$ cat config.mk
export PLATFORM = sky130hd
export DESIGN_NAME = sb_hazard_ctrl
export DESIGN_NICKNAME = d
export VERILOG_FILES = /design/src/rtl/sb_pkg.sv /design/src/rtl/sb_exec_timer.sv /design/src/rtl/sb_wr_pick.sv /design/src/rtl/sb_reg_status.sv /design/src/rtl/sb_hazard_ctrl.sv
export SDC_FILE = /design/constraint.sdc
export NUM_CORES = 1
export LEC_CHECK = 0
export BUFFER_PORTS_ARGS = -buffer_cell sky130_fd_sc_hd__buf_2
export CAP_MARGIN = 25
export CORE_MARGIN = 2
export CORE_UTILIZATION = 35
export CTS_CLUSTER_SIZE = 40
export DETAILED_ROUTE_END_ITERATION = 16
export GPL_ROUTABILITY_DRIVEN = 0
export PLACE_DENSITY = 0.55
export SETUP_SLACK_MARGIN = 0.05
export SKIP_LAST_GASP = 1
export SLEW_MARGIN = 10
export SYNTH_ARGS = -nofsm -noshare
export SYNTH_HDL_FRONTEND = slang
export SYNTH_HIERARCHICAL = 1
export SYNTH_SLANG_ARGS = --single-unit
export TNS_END_PERCENT = 20
$ cat constraint.sdc
create_clock -name clk -period 7.7 [get_ports clk]
set_clock_uncertainty 0.15 [all_clocks]
set_input_delay 1.54 -clock clk [delete_from_list [all_inputs] [get_ports clk]]
set_output_delay 1.54 -clock clk [all_outputs]
set_load 0.02 [all_outputs]
$ cat src/rtl/sb_pkg.sv
package sb_pkg;

  typedef enum logic [1:0] {
    ST_IDLE     = 2'd0,
    ST_WAIT_OPS = 2'd1,
    ST_EXEC     = 2'd2,
    ST_DONE     = 2'd3
  } fu_stage_e;

  function automatic int idx_w(input int n);
    return (n > 1) ? $clog2(n) : 1;
  endfunction

endpackage

$ cat src/rtl/sb_exec_timer.sv
module sb_exec_timer #(
  parameter int LAT = 1,
  localparam int CW = $clog2(LAT + 1)
) (
  input  logic clk,
  input  logic rst,
  input  logic start,
  output logic done
);

  logic [CW-1:0] cnt_q;

  always_ff @(posedge clk) begin
    if (rst) begin
      cnt_q <= '0;
    end else if (start) begin
      cnt_q <= CW'(LAT);
    end else if (cnt_q != '0) begin
      cnt_q <= cnt_q - CW'(1);
    end
  end

  assign done = (cnt_q == CW'(1));

endmodule

$ cat src/rtl/sb_wr_pick.sv
module sb_wr_pick #(
  parameter int N = 5
) (
  input  logic [N-1:0] req,
  output logic [N-1:0] gnt
);

  // lowest index wins: isolate the lowest set bit
  assign gnt = req & (~req + N'(1));

endmodule

$ cat src/rtl/sb_reg_status.sv
module sb_reg_status #(
  parameter int NUM_REG = 32,
  parameter int FU_W    = 3,
  parameter int REG_W   = 5
) (
  input  logic               clk,
  input  logic               rst,
  input  logic               set_en,
  input  logic [REG_W-1:0]   set_reg,
  input  logic [FU_W-1:0]    set_fu,
  input  logic               clr_en,
  input  logic [REG_W-1:0]   clr_reg,
  input  logic [REG_W-1:0]   rd_a,
  input  logic [REG_W-1:0]   rd_b,
  output logic [FU_W-1:0]    fu_a,
  output logic [FU_W-1:0]    fu_b,
  output logic [NUM_REG-1:0] pend
);

  // owner ids live in a plain memory with no reset; validity is a flop vector
  logic [FU_W-1:0]    owner_mem [NUM_REG];
  logic [NUM_REG-1:0] pend_q;

  always_ff @(posedge clk) begin
    if (set_en) owner_mem[set_reg] <= set_fu;
  end

  assign fu_a = owner_mem[rd_a];
  assign fu_b = owner_mem[rd_b];

  always_ff @(posedge clk) begin
    if (rst) begin
      pend_q <= '0;
    end else begin
      if (clr_en) pend_q[clr_reg] <= 1'b0;
      if (set_en) pend_q[set_reg] <= 1'b1;
    end
  end

  assign pend = pend_q;

endmodule

$ cat src/rtl/sb_hazard_ctrl.sv
module sb_hazard_ctrl
  import sb_pkg::*;
#(
  parameter int NUM_FU  = 5,
  parameter int NUM_REG = 32,
  parameter int OP_W    = 3,
  parameter logic [NUM_FU*8-1:0] LAT_TAB = {8'd10, 8'd2, 8'd6, 8'd6, 8'd1},
  localparam int FU_W  = idx_w(NUM_FU),
  localparam int REG_W = idx_w(NUM_REG)
) (
  input  logic                   clk,
  input  logic                   rst,
  input  logic                   in_valid,
  input  logic [FU_W-1:0]        in_fu,
  input  logic [OP_W-1:0]        in_op,
  input  logic [REG_W-1:0]       in_dst,
  input  logic [REG_W-1:0]       in_src1,
  input  logic [REG_W-1:0]       in_src2,
  output logic                   in_ready,
  output logic [NUM_FU-1:0]      rd_grant,
  output logic [NUM_FU*OP_W-1:0] rd_op,
  output logic [NUM_FU-1:0]      exec_done,
  output logic [NUM_FU-1:0]      wr_grant,
  output logic [REG_W-1:0]       wr_reg,
  output logic [NUM_FU-1:0]      fu_busy,
  output logic [NUM_REG-1:0]     reg_pending
);

  // functional unit status table
  logic [NUM_FU-1:0] busy_q, rj_q, rk_q;
  fu_stage_e         stage_q [NUM_FU];
  logic [OP_W-1:0]   op_q    [NUM_FU];
  logic [REG_W-1:0]  fi_q    [NUM_FU];
  logic [REG_W-1:0]  fj_q    [NUM_FU];
  logic [REG_W-1:0]  fk_q    [NUM_FU];
  logic [FU_W-1:0]   qj_q    [NUM_FU];
  logic [FU_W-1:0]   qk_q    [NUM_FU];

  logic [NUM_FU-1:0]  rd_req, wr_req, wr_gnt, war_hold, exe_done;
  logic [NUM_REG-1:0] pend_vec;
  logic [FU_W-1:0]    src1_fu, src2_fu, wr_idx;
  logic               fu_ok, issue_fire, wr_any, rj_init, rk_init;
  logic [REG_W-1:0]   wr_reg_w;

  // ---------------- issue stage: structural and WAW checks
  assign fu_ok    = ({1'b0, in_fu} < (FU_W + 1)'(NUM_FU));
  assign in_ready = fu_ok && !busy_q[in_fu] && !pend_vec[in_dst];
  assign issue_fire = in_valid && in_ready;

  // a source whose producer writes in this very cycle is ready at once
  assign rj_init = !pend_vec[in_src1] || (wr_any && (src1_fu == wr_idx));
  assign rk_init = !pend_vec[in_src2] || (wr_any && (src2_fu == wr_idx));

  // ---------------- register result status table
  sb_reg_status #(
    .NUM_REG (NUM_REG),
    .FU_W    (FU_W),
    .REG_W   (REG_W)
  ) u_rstat (
    .clk     (clk),
    .rst     (rst),
    .set_en  (issue_fire),
    .set_reg (in_dst),
    .set_fu  (in_fu),
    .clr_en  (wr_any),
    .clr_reg (wr_reg_w),
    .rd_a    (in_src1),
    .rd_b    (in_src2),
    .fu_a    (src1_fu),
    .fu_b    (src2_fu),
    .pend    (pend_vec)
  );

  // ---------------- per-unit execution counters and read requests
  for (genvar gi = 0; gi < NUM_FU; gi++) begin : g_unit
    localparam int UNIT_LAT = int'(LAT_TAB[gi*8 +: 8]);

    assign rd_req[gi] = (stage_q[gi] == ST_WAIT_OPS) && rj_q[gi] && rk_q[gi];
    assign wr_req[gi] = (stage_q[gi] == ST_DONE) && !war_hold[gi];
    assign rd_op[gi*OP_W +: OP_W] = op_q[gi];

    sb_exec_timer #(
      .LAT (UNIT_LAT)
    ) u_timer (
      .clk   (clk),
      .rst   (rst),
      .start (rd_req[gi]),
      .done  (exe_done[gi])
    );
  end

  // ---------------- WAR check: an older reader still holds the old value
  always_comb begin
    for (int w = 0; w < NUM_FU; w++) begin
      war_hold[w] = 1'b0;
      for (int f = 0; f < NUM_FU; f++) begin
        if (f != w && busy_q[f] &&
            ((rj_q[f] && (fj_q[f] == fi_q[w])) ||
             (rk_q[f] && (fk_q[f] == fi_q[w])))) begin
          war_hold[w] = 1'b1;
        end
      end
    end
  end

  // ---------------- write arbitration, one result per cycle
  sb_wr_pick #(
    .N (NUM_FU)
  ) u_pick (
    .req (wr_req),
    .gnt (wr_gnt)
  );

  always_comb begin
    wr_idx = '0;
    for (int i = 0; i < NUM_FU; i++) begin
      if (wr_gnt[i]) wr_idx = FU_W'(i);
    end
  end

  assign wr_any   = |wr_gnt;
  assign wr_reg_w = fi_q[wr_idx];

  // ---------------- control state of each unit
  always_ff @(posedge clk) begin
    if (rst) begin
      busy_q <= '0;
      rj_q   <= '0;
      rk_q   <= '0;
      for (int i = 0; i < NUM_FU; i++) stage_q[i] <= ST_IDLE;
    end else begin
      for (int i = 0; i < NUM_FU; i++) begin
        if (wr_gnt[i]) begin
          busy_q[i]  <= 1'b0;
          stage_q[i] <= ST_IDLE;
        end else if (issue_fire && (in_fu == FU_W'(i))) begin
          busy_q[i]  <= 1'b1;
          stage_q[i] <= ST_WAIT_OPS;
          rj_q[i]    <= rj_init;
          rk_q[i]    <= rk_init;
        end else begin
          if (rd_req[i]) begin
            // operands consumed: flags drop so WAR no longer sees this reader
            stage_q[i] <= ST_EXEC;
            rj_q[i]    <= 1'b0;
            rk_q[i]    <= 1'b0;
          end else if (stage_q[i] == ST_WAIT_OPS && wr_any) begin
            if (!rj_q[i] && (qj_q[i] == wr_idx)) rj_q[i] <= 1'b1;
            if (!rk_q[i] && (qk_q[i] == wr_idx)) rk_q[i] <= 1'b1;
          end
          if (stage_q[i] == ST_EXEC && exe_done[i]) stage_q[i] <= ST_DONE;
        end
      end
    end
  end

  // ---------------- data fields of each unit, loaded at issue
  always_ff @(posedge clk) begin
    for (int i = 0; i < NUM_FU; i++) begin
      if (issue_fire && (in_fu == FU_W'(i))) begin
        op_q[i] <= in_op;
        fi_q[i] <= in_dst;
        fj_q[i] <= in_src1;
        fk_q[i] <= in_src2;
        qj_q[i] <= src1_fu;
        qk_q[i] <= src2_fu;
      end
    end
  end

  assign rd_grant    = rd_req;
  assign exec_done   = exe_done;
  assign wr_grant    = wr_gnt;
  assign wr_reg      = wr_reg_w;
  assign fu_busy     = busy_q;
  assign reg_pending = pend_vec;

endmodule

* Word-level counts from Yosys, hierarchy flattened
Memories as Yosys holds them, arrays and structs flattened.
Index checks and enable logic that the tools add are counted.
** Cells by class
- Eq/ne operators :: 75
- Reduce and logical (&&, ||, !) cells :: 216
- Add/sub/neg operators :: 6
- Magnitude comparators :: 8
- Bitwise gates (word level) :: 30
- Muxes and demuxes :: 275
** Operators by type and width (number)
- $eq 5x5->1 :: 40
- $mux 1 :: 187
- $mux 3 :: 43
- $logic_and 1x1->1 :: 107
- $mux 32 :: 3
- $reduce_or 5->1 :: 13
- $mux 5 :: 12
- $reduce_bool 3->1 :: 17
- $mux 2 :: 22
- $eq 3x3->1 :: 12
- $reduce_or 3->1 :: 12
- $and 32x32->32 :: 1
- $not 32->32 :: 1
- $or 32x32->32 :: 1
- $reduce_and 3->1 :: 10
- $lt 5x6->1 const B :: 4
- $logic_or 1x1->1 :: 22
- $eq 2x2->1 const B :: 10
- $or 1x1->1 :: 20
- $logic_not 1->1 :: 19
- $reduce_or 2->1 :: 9
- $bmux 1 s5 :: 3
- $eq 2x1->1 const B :: 6
- $demux 1 s5 :: 2
- 20 further kinds :: 34
** Storage, ports and cells
- Word-level logic and storage cells :: 643
- Memory bits (writable) :: 226
- Output and inout port bits :: 73
- Memories :: 8
- Input bits :: 24
- Bits in registers :: 60
** Memories
- u_rstat.owner_mem :: depth 32, width 3, read ports 2, clocked after Yosys merged registers in 0, wr ports 1, line sb_reg_status.sv:21 : logic [FU_W-1:0] owner_mem [NUM_REG];
- fi_q :: depth 5, width 5, read ports 6, clocked after Yosys merged registers in 0, wr ports 1, line sb_hazard_ctrl.sv:33 : logic [REG_W-1:0] fi_q [NUM_FU];
- fj_q :: depth 5, width 5, read ports 5, clocked after Yosys merged registers in 0, wr ports 1, line sb_hazard_ctrl.sv:34 : logic [REG_W-1:0] fj_q [NUM_FU];
- fk_q :: depth 5, width 5, read ports 5, clocked after Yosys merged registers in 0, wr ports 1, line sb_hazard_ctrl.sv:35 : logic [REG_W-1:0] fk_q [NUM_FU];
- op_q :: depth 5, width 3, read ports 5, clocked after Yosys merged registers in 0, wr ports 1, line sb_hazard_ctrl.sv:32 : logic [OP_W-1:0] op_q [NUM_FU];
- qj_q :: depth 5, width 3, read ports 5, clocked after Yosys merged registers in 0, wr ports 1, line sb_hazard_ctrl.sv:36 : logic [FU_W-1:0] qj_q [NUM_FU];
- 2 more memories

* Depth between registers and ports, before layout
Gate-level depths: netlist of the first run.
An unclocked memory read counts as a cell.
- Word-level depth :: 29
- Mapped depth :: 20
- Gate-level depth less buffers :: 17

* Hierarchy
The synthesis of the first run kept the hierarchy.
** By module, submodules not included
- sb_hazard_ctrl :: cells each 800, area each 9108.7 um2, sequential area each 4204.0 um2, times used 1
- sb_reg_status :: cells each 367, area each 5794.3 um2, sequential area each 3523.4 um2, times used 1
- sb_exec_timer (g_unit[1].u_timer ...) :: cells each 17, area each 160.2 um2, sequential area each 60.1 um2, times used 2
- sb_exec_timer (g_unit[4].u_timer) :: cells each 17, area each 166.4 um2, sequential area each 80.1 um2, times used 1
- sb_exec_timer (g_unit[3].u_timer) :: cells each 6, area each 70.1 um2, sequential area each 40.0 um2, times used 1
- sb_wr_pick :: cells each 6, area each 55.1 um2, sequential area each 0.0 um2, times used 1
- sb_exec_timer (g_unit[0].u_timer) :: cells each 2, area each 33.8 um2, sequential area each 20.0 um2, times used 1

* Worst setup path after synthesis of the first run
No wires, ideal clock.
- Path kind :: register -> output
- Start point :: mem fi_q[2][0]
- End point :: out wr_reg[1]
- Cell stages (with the launch flop) :: 17
- Path buffers :: 3
- Required time :: 6010 ps
- Arrival :: 4025 ps
- Path slack :: 1985 ps
- Cell sequence :: edfxtp_1 > clkbuf_1 > xor2_1 > nor4_1 > nand3_1 > nand2_1 > a222oi_1 > and4_1 > nor3b_1 > clkbuf_1 > nor2b_1 > o21a_1 > buf_2 > mux2i_1 > o21ai_0 > mux2i_1 > o21ai_0
** RTL lines
- start: declaration :: line sb_hazard_ctrl.sv:33
- end: declaration :: line sb_hazard_ctrl.sv:24 : output logic [REG_W-1:0] wr_reg,

==> impl_metrics.env, run 1 <==
export IMPL_cts_sinks=286
export IMPL_rows=77
export IMPL_power_density_nw_per_um2=209
export IMPL_p_sw_share_pct=25.3
export IMPL_yosysTopAreaCell="edfxtp_1"
export IMPL_grt_max_degree=61
export IMPL_postCtsSetupBuffers=0
export IMPL_hpwlAfterDp_um=33300
export IMPL_wl_um=48100
export IMPL_via_per_inst=5.66
export IMPL_report_final_slew_viol_count=0
export IMPL_setup_slack_ps=708
export IMPL_nets=1340
export IMPL_port_buffers=96
export IMPL_cts_clk_slew_worst_paths_ps=60
export IMPL_crit_fanout=12
export IMPL_synth_area_um2=15500
export IMPL_async_flop_share_pct=0
export IMPL_hold_start="g_unit[3].u_timer/cnt_q[0]"
export IMPL_diodes=0
export IMPL_path_cells="xnor2_1 > nand4_1 > o31ai_1 > a222oi_1 > and4_1 > nor2b_1 > nor2b_1 > o21a_1 > mux2i_1 > o21ai_0 > mux2i_1 > o21ai_0 > buf_2"
export IMPL_seqPwrFrac_pct=47.0
export IMPL_arrival_ps=5300
export IMPL_place_ws_ps=1370
export IMPL_die_area_um2=46100
export IMPL_ys_seq_area_share_pct=51.4
export IMPL_die_w_um=215
export IMPL_synth_top_family_by_area="multiplexers"
export IMPL_multi_input_area_um2=7050
export IMPL_p_comb_share_pct=9.7
export IMPL_peakVddDrop_mv=0.184
export IMPL_grt_overflow_total=0
export IMPL_rsz0062_at_grt="false"
export IMPL_utilization_pct=40.2
export IMPL_end_kind="primary output"
export IMPL_syn_to_final_growth_pct=14.0
export IMPL_syn_nets=1260
export IMPL_p_int_mw=2.76
export IMPL_setup_viol=0
export IMPL_vias=10900
export IMPL_syn_instance_count=1232
export IMPL_root_buffer="clkbuf_16"
export IMPL_timing_fmax_ghz=0.143
export IMPL_timing_max_cap_violations=0
export IMPL_status="completed"
export IMPL_worstPathRequired_ps=6010
export IMPL_holdWs_ps=316
export IMPL_drt_initial_drc_count=956
export IMPL_synth_cell_types=63
export IMPL_synth_xor_area_share_pct=12.6
export IMPL_clock_power_share_pct=43.3
export IMPL_antenna_found_initial=2
export IMPL_layout_drive_gt1_share_pct=21.3
export IMPL_worstHoldPathType="reg -> reg"
export IMPL_critPathLaunchType="flop"
export IMPL_synth_area_leaders="edfxtp_1, mux4_2, xor2_1"
export IMPL_reg2reg_slack_ps=2010
export IMPL_cts_buffers=34
export IMPL_grt_pass1_vias=10600
export IMPL_cts_resized=0
export IMPL_htreeDepth=2
export IMPL_finalInstanceArea_um2=17700
export IMPL_ys_flop_type="edfxtp_1"
export IMPL_setup_tns_final_ps=0
export IMPL_slowest_stage="edfxtp_1"
export IMPL_synth_edf_count=226
export IMPL_n_fill_cell=4183
export IMPL_cts_tree="built"
export IMPL_seq_area_um2=7990
export IMPL_p_leak_nw=6.34
export IMPL_tightest_slew_ps=873
export IMPL_post_drt_wl_per_cell_um=24.9
export IMPL_hold_buffers=0
export IMPL_finalNonFillerCells=1929
export IMPL_syn_area_per_cell_um2=12.6
export IMPL_io_pins=97
export IMPL_cts_max_path_buffers=3
export IMPL_initial_core_util_pct=35.3
export IMPL_drcViolationCount=0
export IMPL_synth_compound_area_share_pct=7.00
export IMPL_synth_seq_cells=286
export IMPL_die_height_um=215
export IMPL_ys_warn_count=6
export IMPL_min_period_ps=6990
export IMPL_drtPass1Iterations=5
export IMPL_r2r_start="fi_q[0][4]"
export IMPL_yosys_area_share_simple_pct=11.1
export IMPL_synth_fa_ha_area_share_pct=0.322
export IMPL_core_area_um2=44000
export IMPL_synthMuxAreaShare_pct=14.1
export IMPL_dp_cells=1867
export IMPL_worstSetupPathType="reg -> out"
export IMPL_postPlaceCellArea_um2=16600
export IMPL_startpoint="fi_q[0][4]"
export IMPL_cpPeakStageDelay_ps=770
export IMPL_final_period_utilization_pct=90.8
export IMPL_ant_nets=0
export IMPL_grt_util_all_layers_pct=20.8
export IMPL_insertion_delay_ps=560
export IMPL_netlist_area_leader_share_pct=43.6
export IMPL_p_switching_mw=0.934
export IMPL_hold_violations=0
export IMPL_power_mw=3.70
export IMPL_grt_pass1_wl_um=71500
export IMPL_max_slew_margin_rel_pct=40.9
==> flip-flops by register name (all words and copies together), names as in the netlist <==
name                  flops
fi_q                     25
fk_q                     25
op_q                     15
u_rstat/pend             32
fj_q                     25
fu_busy                   5
stage_q                  10
g_unit.u_timer/cnt_q     12
g_unit.u_timer/done       1
rj_q                      5
qj_q                     15
u_rstat/owner_mem        96
rk_q                      5
qk_q                     15
==> synthesized netlist by cell type (13+ instances only) <==
cell type / instances
mux2i_1: 20
mux4_2: 73
a31oi_1: 13
xnor2_1: 74
nand2_1: 76
clkbuf_1: 52
nor2_1: 37
a21oi_1: 44
mux2_2: 17
dfxtp_1: 60
nor3_1: 13
inv_1: 49
xor2_1: 150
nand3b_1: 17
o21ai_0: 50
nand3_1: 42
nor4_1: 43
edfxtp_1: 226
o31ai_1: 18
==> cell usage in the layout (no fill, tap or decap), types with 13 or more instances in the layout <==
cell and count:
clkbuf_16 34, buf_2 97, inv_1 49, mux2i_1 20, xor2_1 150, nand3b_1 17
edfxtp_1 226, buf_4 20, nor2_1 35, nand2_1 76, mux2_2 17, nor4_1 42
dfxtp_1 60, a31oi_1 13, xnor2_1 74, o31ai_1 18, a21oi_1 44, nor3_1 13
nand3_1 42, o21ai_0 50, mux4_2 73
==> power groups by stage <==
stage / Clock, mW / Combinational [mW] / Sequential (mW)
floorplan: 0 / 0.235 / 1.75
finish: 1.60 / 0.358 / 1.74
CTS: 1.65 / 0.357 / 1.74
detailed placement: 0 / 0.356 / 1.77
global route: 1.70 / 0.387 / 1.74
global placement: 0 / 0.350 / 1.77
==> routing by layer <==
metal | GRT usage (%) | vias to the layer above | share of wire, %
met4 | 6.44 | 0 | 2.7
met5 | 0 | - | 0
met2 | 33.9 | 486 | 48
li1 | - | 4792 | -
met1 | 28.1 | 5541 | 42
met3 | 3.99 | 92 | 7.6
==> cells by family (layout without fill, tap and decap cells) <==
| group | count (synthesis) | in the layout |
|---|---|---|
| AND/OR/NAND/NOR | 305 | 305 |
| buffers and inverters | 124 | 229 |
| adder cells (fa/ha/maj) | 4 | 4 |
| AO/OA/AOI/OAI | 173 | 173 |
| multiplexers | 116 | 116 |
| flip-flops | 286 | 286 |
| XOR/XNOR | 224 | 224 |
==> worst paths after layout <==
check / to / cells past startpoint
min reg2reg: g_unit[3].u_timer/cnt_q[0] / 1
max reg2reg: u_rstat/pend[7] / 15
max: wr_reg[1] / 13
min: g_unit[3].u_timer/cnt_q[0] / 1
==> worst max-delay path, delay by kind of cell, from the launching register on <==
family / cells / cell delay, ps
xor gates and xnor gates: 1 / 190
DFF: 1 / 770
AOI/OAI and AO/OA: 5 / 1670
and+or+nand+nor: 4 / 1600
buffers and inverters: 1 / 280
muxes: 2 / 220
==> area by class of cell <==
cell class / count / area share [%]
clock buffer: 42 / 5.03
clock inverter: 19 / 1.12
inverter: 50 / 1.06
multi-input combinational: 822 / 39.8
sequential: 286 / 45.1
tap: 592 / 4.18
timing repair buffer: 118 / 3.74
No activity file was read; power rests on OpenSTA's default activity.
==> run 2, diff against run 1 <==
Settings changed: SYNTH_HIERARCHICAL 1 to unset.
==> impl_metrics.env, run 2 <==
export IMPL_status="completed"
export IMPL_hold_buffers=0
export IMPL_rows=77
export IMPL_ys_warn_count=0
export IMPL_synth_fa_ha_area_share_pct=0.318
export IMPL_p_int_mw=2.72
export IMPL_cts_tree="built"
export IMPL_grt_util_all_layers_pct=21.4
export IMPL_cts_buffers=31
export IMPL_die_area_um2=46700
export IMPL_worstPathRequired_ps=6010
export IMPL_power_density_nw_per_um2=207
export IMPL_max_slew_margin_rel_pct=38.0
export IMPL_antenna_found_initial=1
export IMPL_largest_reg_flops=96
export IMPL_syn_instance_count=1231
export IMPL_syn_area_per_cell_um2=12.8
export IMPL_setup_tns_final_ps=0
export IMPL_cts_sinks=286
export IMPL_syn_to_final_growth_pct=12.0
export IMPL_synth_top_family_by_area="multiplexers"
export IMPL_synth_area_um2=15800
export IMPL_tightest_slew_ps=930
export IMPL_min_period_ps=6810
export IMPL_crit_fanout=18
export IMPL_grt_pass1_vias=10800
export IMPL_final_period_utilization_pct=88.5
export IMPL_synth_seq_cells=286
export IMPL_yosys_top_cells_count="edfxtp_1, xnor2_1, mux4_2"
export IMPL_timing_max_cap_violations=0
export IMPL_p_sw_share_pct=25.6
export IMPL_synth_xor_area_share_pct=12.9
export IMPL_worstHoldPathType="reg -> reg"
export IMPL_synth_cell_types=80
export IMPL_p_leak_nw=5.80
export IMPL_drt_initial_drc_count=948
export IMPL_cts_clk_slew_worst_paths_ps=60
export IMPL_p_comb_share_pct=10.9
export IMPL_arrival_ps=5120
export IMPL_dp_cells=1836
export IMPL_netlist_area_leader_share_pct=43.1
export IMPL_ant_nets=0
export IMPL_hold_violations=0
export IMPL_grt_overflow_total=0
export IMPL_synth_edf_count=226
export IMPL_htreeDepth=1
export IMPL_synth_area_leaders="edfxtp_1, mux4_2, xnor2_1"
export IMPL_p_switching_mw=0.935
export IMPL_clock_power_share_pct=41.4
export IMPL_via_per_inst=5.76
export IMPL_drcViolationCount=0
export IMPL_root_buffer="clkbuf_16"
export IMPL_seqPwrFrac_pct=47.7
export IMPL_port_buffers=96
export IMPL_cts_resized=0
export IMPL_initial_core_util_pct=35.5
export IMPL_worstSetupPathType="reg -> out"
export IMPL_postCtsSetupBuffers=0
export IMPL_cts_max_path_buffers=3
export IMPL_mostFrequentLayoutCell="edfxtp_1"
export IMPL_grt_max_degree=43
export IMPL_yosysMostFrequentCell="edfxtp_1"
export IMPL_top_register="u_rstat.owner_mem"
export IMPL_die_w_um=216
export IMPL_insertion_delay_ps=590
export IMPL_io_pins=97
export IMPL_nets=1306
export IMPL_synth_compound_area_share_pct=7.21
export IMPL_drtPass1Iterations=5
export IMPL_postPlaceCellArea_um2=16600
export IMPL_core_area_um2=44300
export IMPL_post_drt_wl_per_cell_um=26.4
export IMPL_setup_viol=0
export IMPL_n_fill_cell=4222
export IMPL_finalInstanceArea_um2=17600
export IMPL_async_flop_share_pct=0
export IMPL_hpwlAfterDp_um=34900
export IMPL_ys_flop_type="edfxtp_1"
export IMPL_rsz0062_at_grt="false"
export IMPL_wl_um=50100
export IMPL_layout_drive_gt1_share_pct=21.7
export IMPL_timing_fmax_ghz=0.147
export IMPL_ys_seq_area_share_pct=50.7
export IMPL_peakVddDrop_mv=0.154
export IMPL_die_height_um=216
export IMPL_vias=10900
export IMPL_diodes=0
export IMPL_syn_nets=1259
export IMPL_yosys_area_share_simple_pct=11.1
export IMPL_end_kind="primary output"
export IMPL_yosysTopAreaCell="edfxtp_1"
export IMPL_report_final_slew_viol_count=0
export IMPL_grt_pass1_wl_um=74300
export IMPL_synthMuxAreaShare_pct=13.7
export IMPL_critPathLaunchType="flop"
export IMPL_finalNonFillerCells=1895
export IMPL_mostFrequentLayoutCells="edfxtp_1, xnor2_1, buf_2, mux4_2, xor2_1"
==> run 2: power by group through the flow <==
stage	clock network, mW	registers, mW	logic, mW
after global routing	1.60	1.74	0.427
after floorplan	0	1.75	0.288
after detailed placement	0	1.77	0.397
after CTS	1.54	1.74	0.397
final	1.51	1.74	0.398
after global placement	0	1.77	0.391
==> run 2: critical path, cell delays in order, from the launching register on <==
cell and delay, ps:
edfxtp_1 780, xnor2_1 190, nand4_1 120, o32ai_1 450
a22oi_1 170, nand4_2 440, clkinv_1 720, nor4_4 580
a221oi_1 190, a31oi_4 470, inv_2 180, buf_2 210
==> run 2: cell families (layout without fill, tap and decap cells) <==
| family | after synthesis | after routing |
|---|---|---|
| buf+inv | 132 | 204 |
| mux | 105 | 105 |
| flops | 286 | 286 |
| simple gates | 311 | 311 |
| fa+ha+maj | 4 | 4 |
| compound gates | 161 | 161 |
| xor+xnor | 232 | 232 |
==> run 2: metal layers <==
metal	vias up	GRT usage, %	routed length (um)
met3	104	3.86	4180
met4	0	8.22	1900
met1	5514	30.4	21600
met2	548	32.6	22400
li1	4746	-	-
met5	-	0	0
==> run 2: layout make-up <==
class	instances	area (um2)	area share, %
sequential	286	7990	45.3
multi-input combinational	813	7130	40.4
clock buffer	36	795	4.50
tap	592	741	4.20
timing repair buffer	111	633	3.59
clock inverter	22	228	1.29
inverter	35	136	0.773
==> run 2: final timing paths <==
path,start,end,slack [ps],depth (start not counted)
max,fi_q[0][1],wr_reg[4],890,11
min,g_unit[3].u_timer.cnt_q[0],g_unit[3].u_timer.cnt_q[0],300,1
max reg2reg,fi_q[0][1],u_rstat.pend[4],2640,12
min reg2reg,g_unit[3].u_timer.cnt_q[0],g_unit[3].u_timer.cnt_q[0],300,1
==> run 2: metrics by stage <==
stage               utilization, %  setup WS (ps)  total power [mW]  hold WS [ps]
finish                        39.8            887              3.65           297
global route                  39.8            669              3.77           315
CTS                           39.8            994              3.68           295
detailed placement            37.4           1640              2.17           284
global placement              37.4           1690              2.17           273
floorplan                        -           2820              2.04           266
==> run 3, diff against run 2 <==
Settings changed: CORE_UTILIZATION 35 to 60, CTS_CLUSTER_DIAMETER set to 200, PLACE_DENSITY 0.55 to 0.83.
==> impl_metrics.env, run 3 (synthesis gave the netlist of run 2 again) <==
export IMPL_status="completed"
export IMPL_setup_tns_final_ps=0
export IMPL_place_ws_ps=1980
export IMPL_timing_fmax_ghz=0.159
export IMPL_grt_util_all_layers_pct=31.5
export IMPL_min_period_ps=6290
export IMPL_cts_resized=0
export IMPL_utilization_pct=64.2
export IMPL_htreeDepth=1
export IMPL_grt_overflow_total=0
export IMPL_postPlaceCellArea_um2=16200
export IMPL_dp_cells=1574
export IMPL_drt_initial_drc_count=1770
export IMPL_met2_usage_pct=49.7
export IMPL_report_final_slew_viol_count=0
export IMPL_vias=11300
export IMPL_slowest_stage="edfxtp_1"
export IMPL_finalNonFillerCells=1595
export IMPL_cts_max_path_buffers=3
export IMPL_r2r_start="fi_q[0][1]"
export IMPL_initial_core_util_pct=60.8
export IMPL_rsz0062_at_grt="false"
export IMPL_cts_buffers=11
export IMPL_post_drt_wl_per_cell_um=27.7
export IMPL_drcViolationCount=0
export IMPL_mostFrequentLayoutCells="edfxtp_1, xnor2_1, buf_2, mux4_2, xor2_1"
export IMPL_setup_slack_ps=1410
export IMPL_end_kind="primary output"
export IMPL_crit_fanout=18
export IMPL_port_buffers=96
export IMPL_hold_start="g_unit[3].u_timer.cnt_q[0]"
export IMPL_timing_max_cap_violations=0
export IMPL_die_w_um=166
export IMPL_ant_nets=0
export IMPL_io_pins=97
export IMPL_startpoint="fi_q[0][1]"
export IMPL_use_met1_pct=42.5
export IMPL_antenna_found_initial=0
export IMPL_hold_violations=0
export IMPL_worstHoldPathType="reg -> reg"
export IMPL_wl_um=44200
export IMPL_holdWs_ps=301
export IMPL_cts_sinks=286
export IMPL_peakVddDrop_mv=0.217
export IMPL_use_met3_pct=6.10
export IMPL_setup_viol=0
export IMPL_largest_reg_flops=96
export IMPL_tightest_slew_ps=986
export IMPL_final_period_utilization_pct=81.7
export IMPL_grt_pass1_wl_um=66000
export IMPL_cts_clk_slew_worst_paths_ps=150
export IMPL_mostFrequentLayoutCell="edfxtp_1"
export IMPL_critPathLaunchType="flop"
export IMPL_worstSetupPathType="reg -> out"
export IMPL_insertion_delay_ps=510
export IMPL_postCtsSetupBuffers=0
export IMPL_grt_max_degree=43
export IMPL_max_slew_margin_rel_pct=34.3
export IMPL_syn_to_final_growth_pct=5.63
export IMPL_cts_tree="built"
export IMPL_hpwlAfterDp_um=30700
export IMPL_core_area_um2=25900
export IMPL_crit_family="simple AND/OR/NAND/NOR gates"
export IMPL_worstPathRequired_ps=6010
export IMPL_drtPass1Iterations=5
export IMPL_nets=1283
export IMPL_layout_drive_gt1_share_pct=19.7
export IMPL_grt_pass1_vias=10900
export IMPL_critPathBufInv=3
export IMPL_p_leak_nw=5.47
export IMPL_top_register="u_rstat.owner_mem"
export IMPL_rows=59
export IMPL_die_height_um=166
export IMPL_cpPeakStageDelay_ps=740
export IMPL_finalInstanceArea_um2=16600
export IMPL_arrival_ps=4600
export IMPL_via_per_inst=7.06
export IMPL_power_density_nw_per_um2=173
export IMPL_root_buffer="clkbuf_16"
export IMPL_top_usage_layer="met2"
export IMPL_path_cells="xnor2_1 > nand4_1 > o32ai_1 > a22oi_1 > nand4_2 > clkinv_1 > nor4_4 > a221oi_1 > a31oi_4 > inv_2 > buf_2"
export IMPL_hold_buffers=0
export IMPL_power_mw=2.87
export IMPL_die_area_um2=27600
-- run 3: changes by cell type in the layout (fill, tap and decap cells not counted) --
| cell | before | now |
|---|---|---|
| diode_2 | 0 | 1 |
| buf_4 | 13 | 8 |
| clkinv_16 | 0 | 1 |
| bufinv_16 | 4 | 0 |
| buf_16 | 2 | 3 |
| clkinv_2 | 3 | 0 |
| clkinvlp_4 | 4 | 0 |
| buf_12 | 0 | 1 |
| clkinv_4 | 1 | 0 |
| inv_16 | 1 | 0 |
| clkinv_1 | 10 | 1 |
| clkbuf_16 | 31 | 11 |
-- run 3: worst register-to-register path, cell delays in order (launching register included) --
cell and delay (ps):
edfxtp_1 740, xnor2_1 200, nand4_1 120, o32ai_1 280, a22oi_1 140, nand4_2 400
clkinv_1 610, nor4_4 560, a221oi_1 200, a31oi_4 450, inv_2 190, nor3_2 320
a21oi_1 130
-- run 3: per-layer routing --
metal / up-vias / part of all wire, %
met2: 942 / 47
met1: 5452 / 36
li1: 4680 / -
met4: 0 / 5.6
met3: 183 / 12
met5: - / 0
-- run 3: final timing paths --
kind	to	slack, ps	cells past startpoint
worst max-delay path	wr_reg[4]	1410	11
worst min-delay path	g_unit[3].u_timer.cnt_q[0]	300	1
worst max register to register	u_rstat.pend[5]	3090	12
worst min register to register	g_unit[3].u_timer.cnt_q[0]	300	1
-- run 3: power by group --
part | total, mW | internal, mW | switching, mW | leakage (nW)
logic | 0.392 | 0.147 | 0.246 | 2.78
clock network | 0.744 | 0.279 | 0.465 | 0.153
registers | 1.74 | 1.70 | 0.0423 | 2.54
total | 2.87 | 2.12 | 0.753 | 5.47
-- run 3: layout make-up --
type,instances,area (um2)
clock buffer,16,294
timing repair buffer,108,643
sequential,286,7990
clock inverter,1,30.0
tap,335,419
multi-input combinational,813,7130
fill,1877,9270
inverter,35,136
antenna,1,2.50
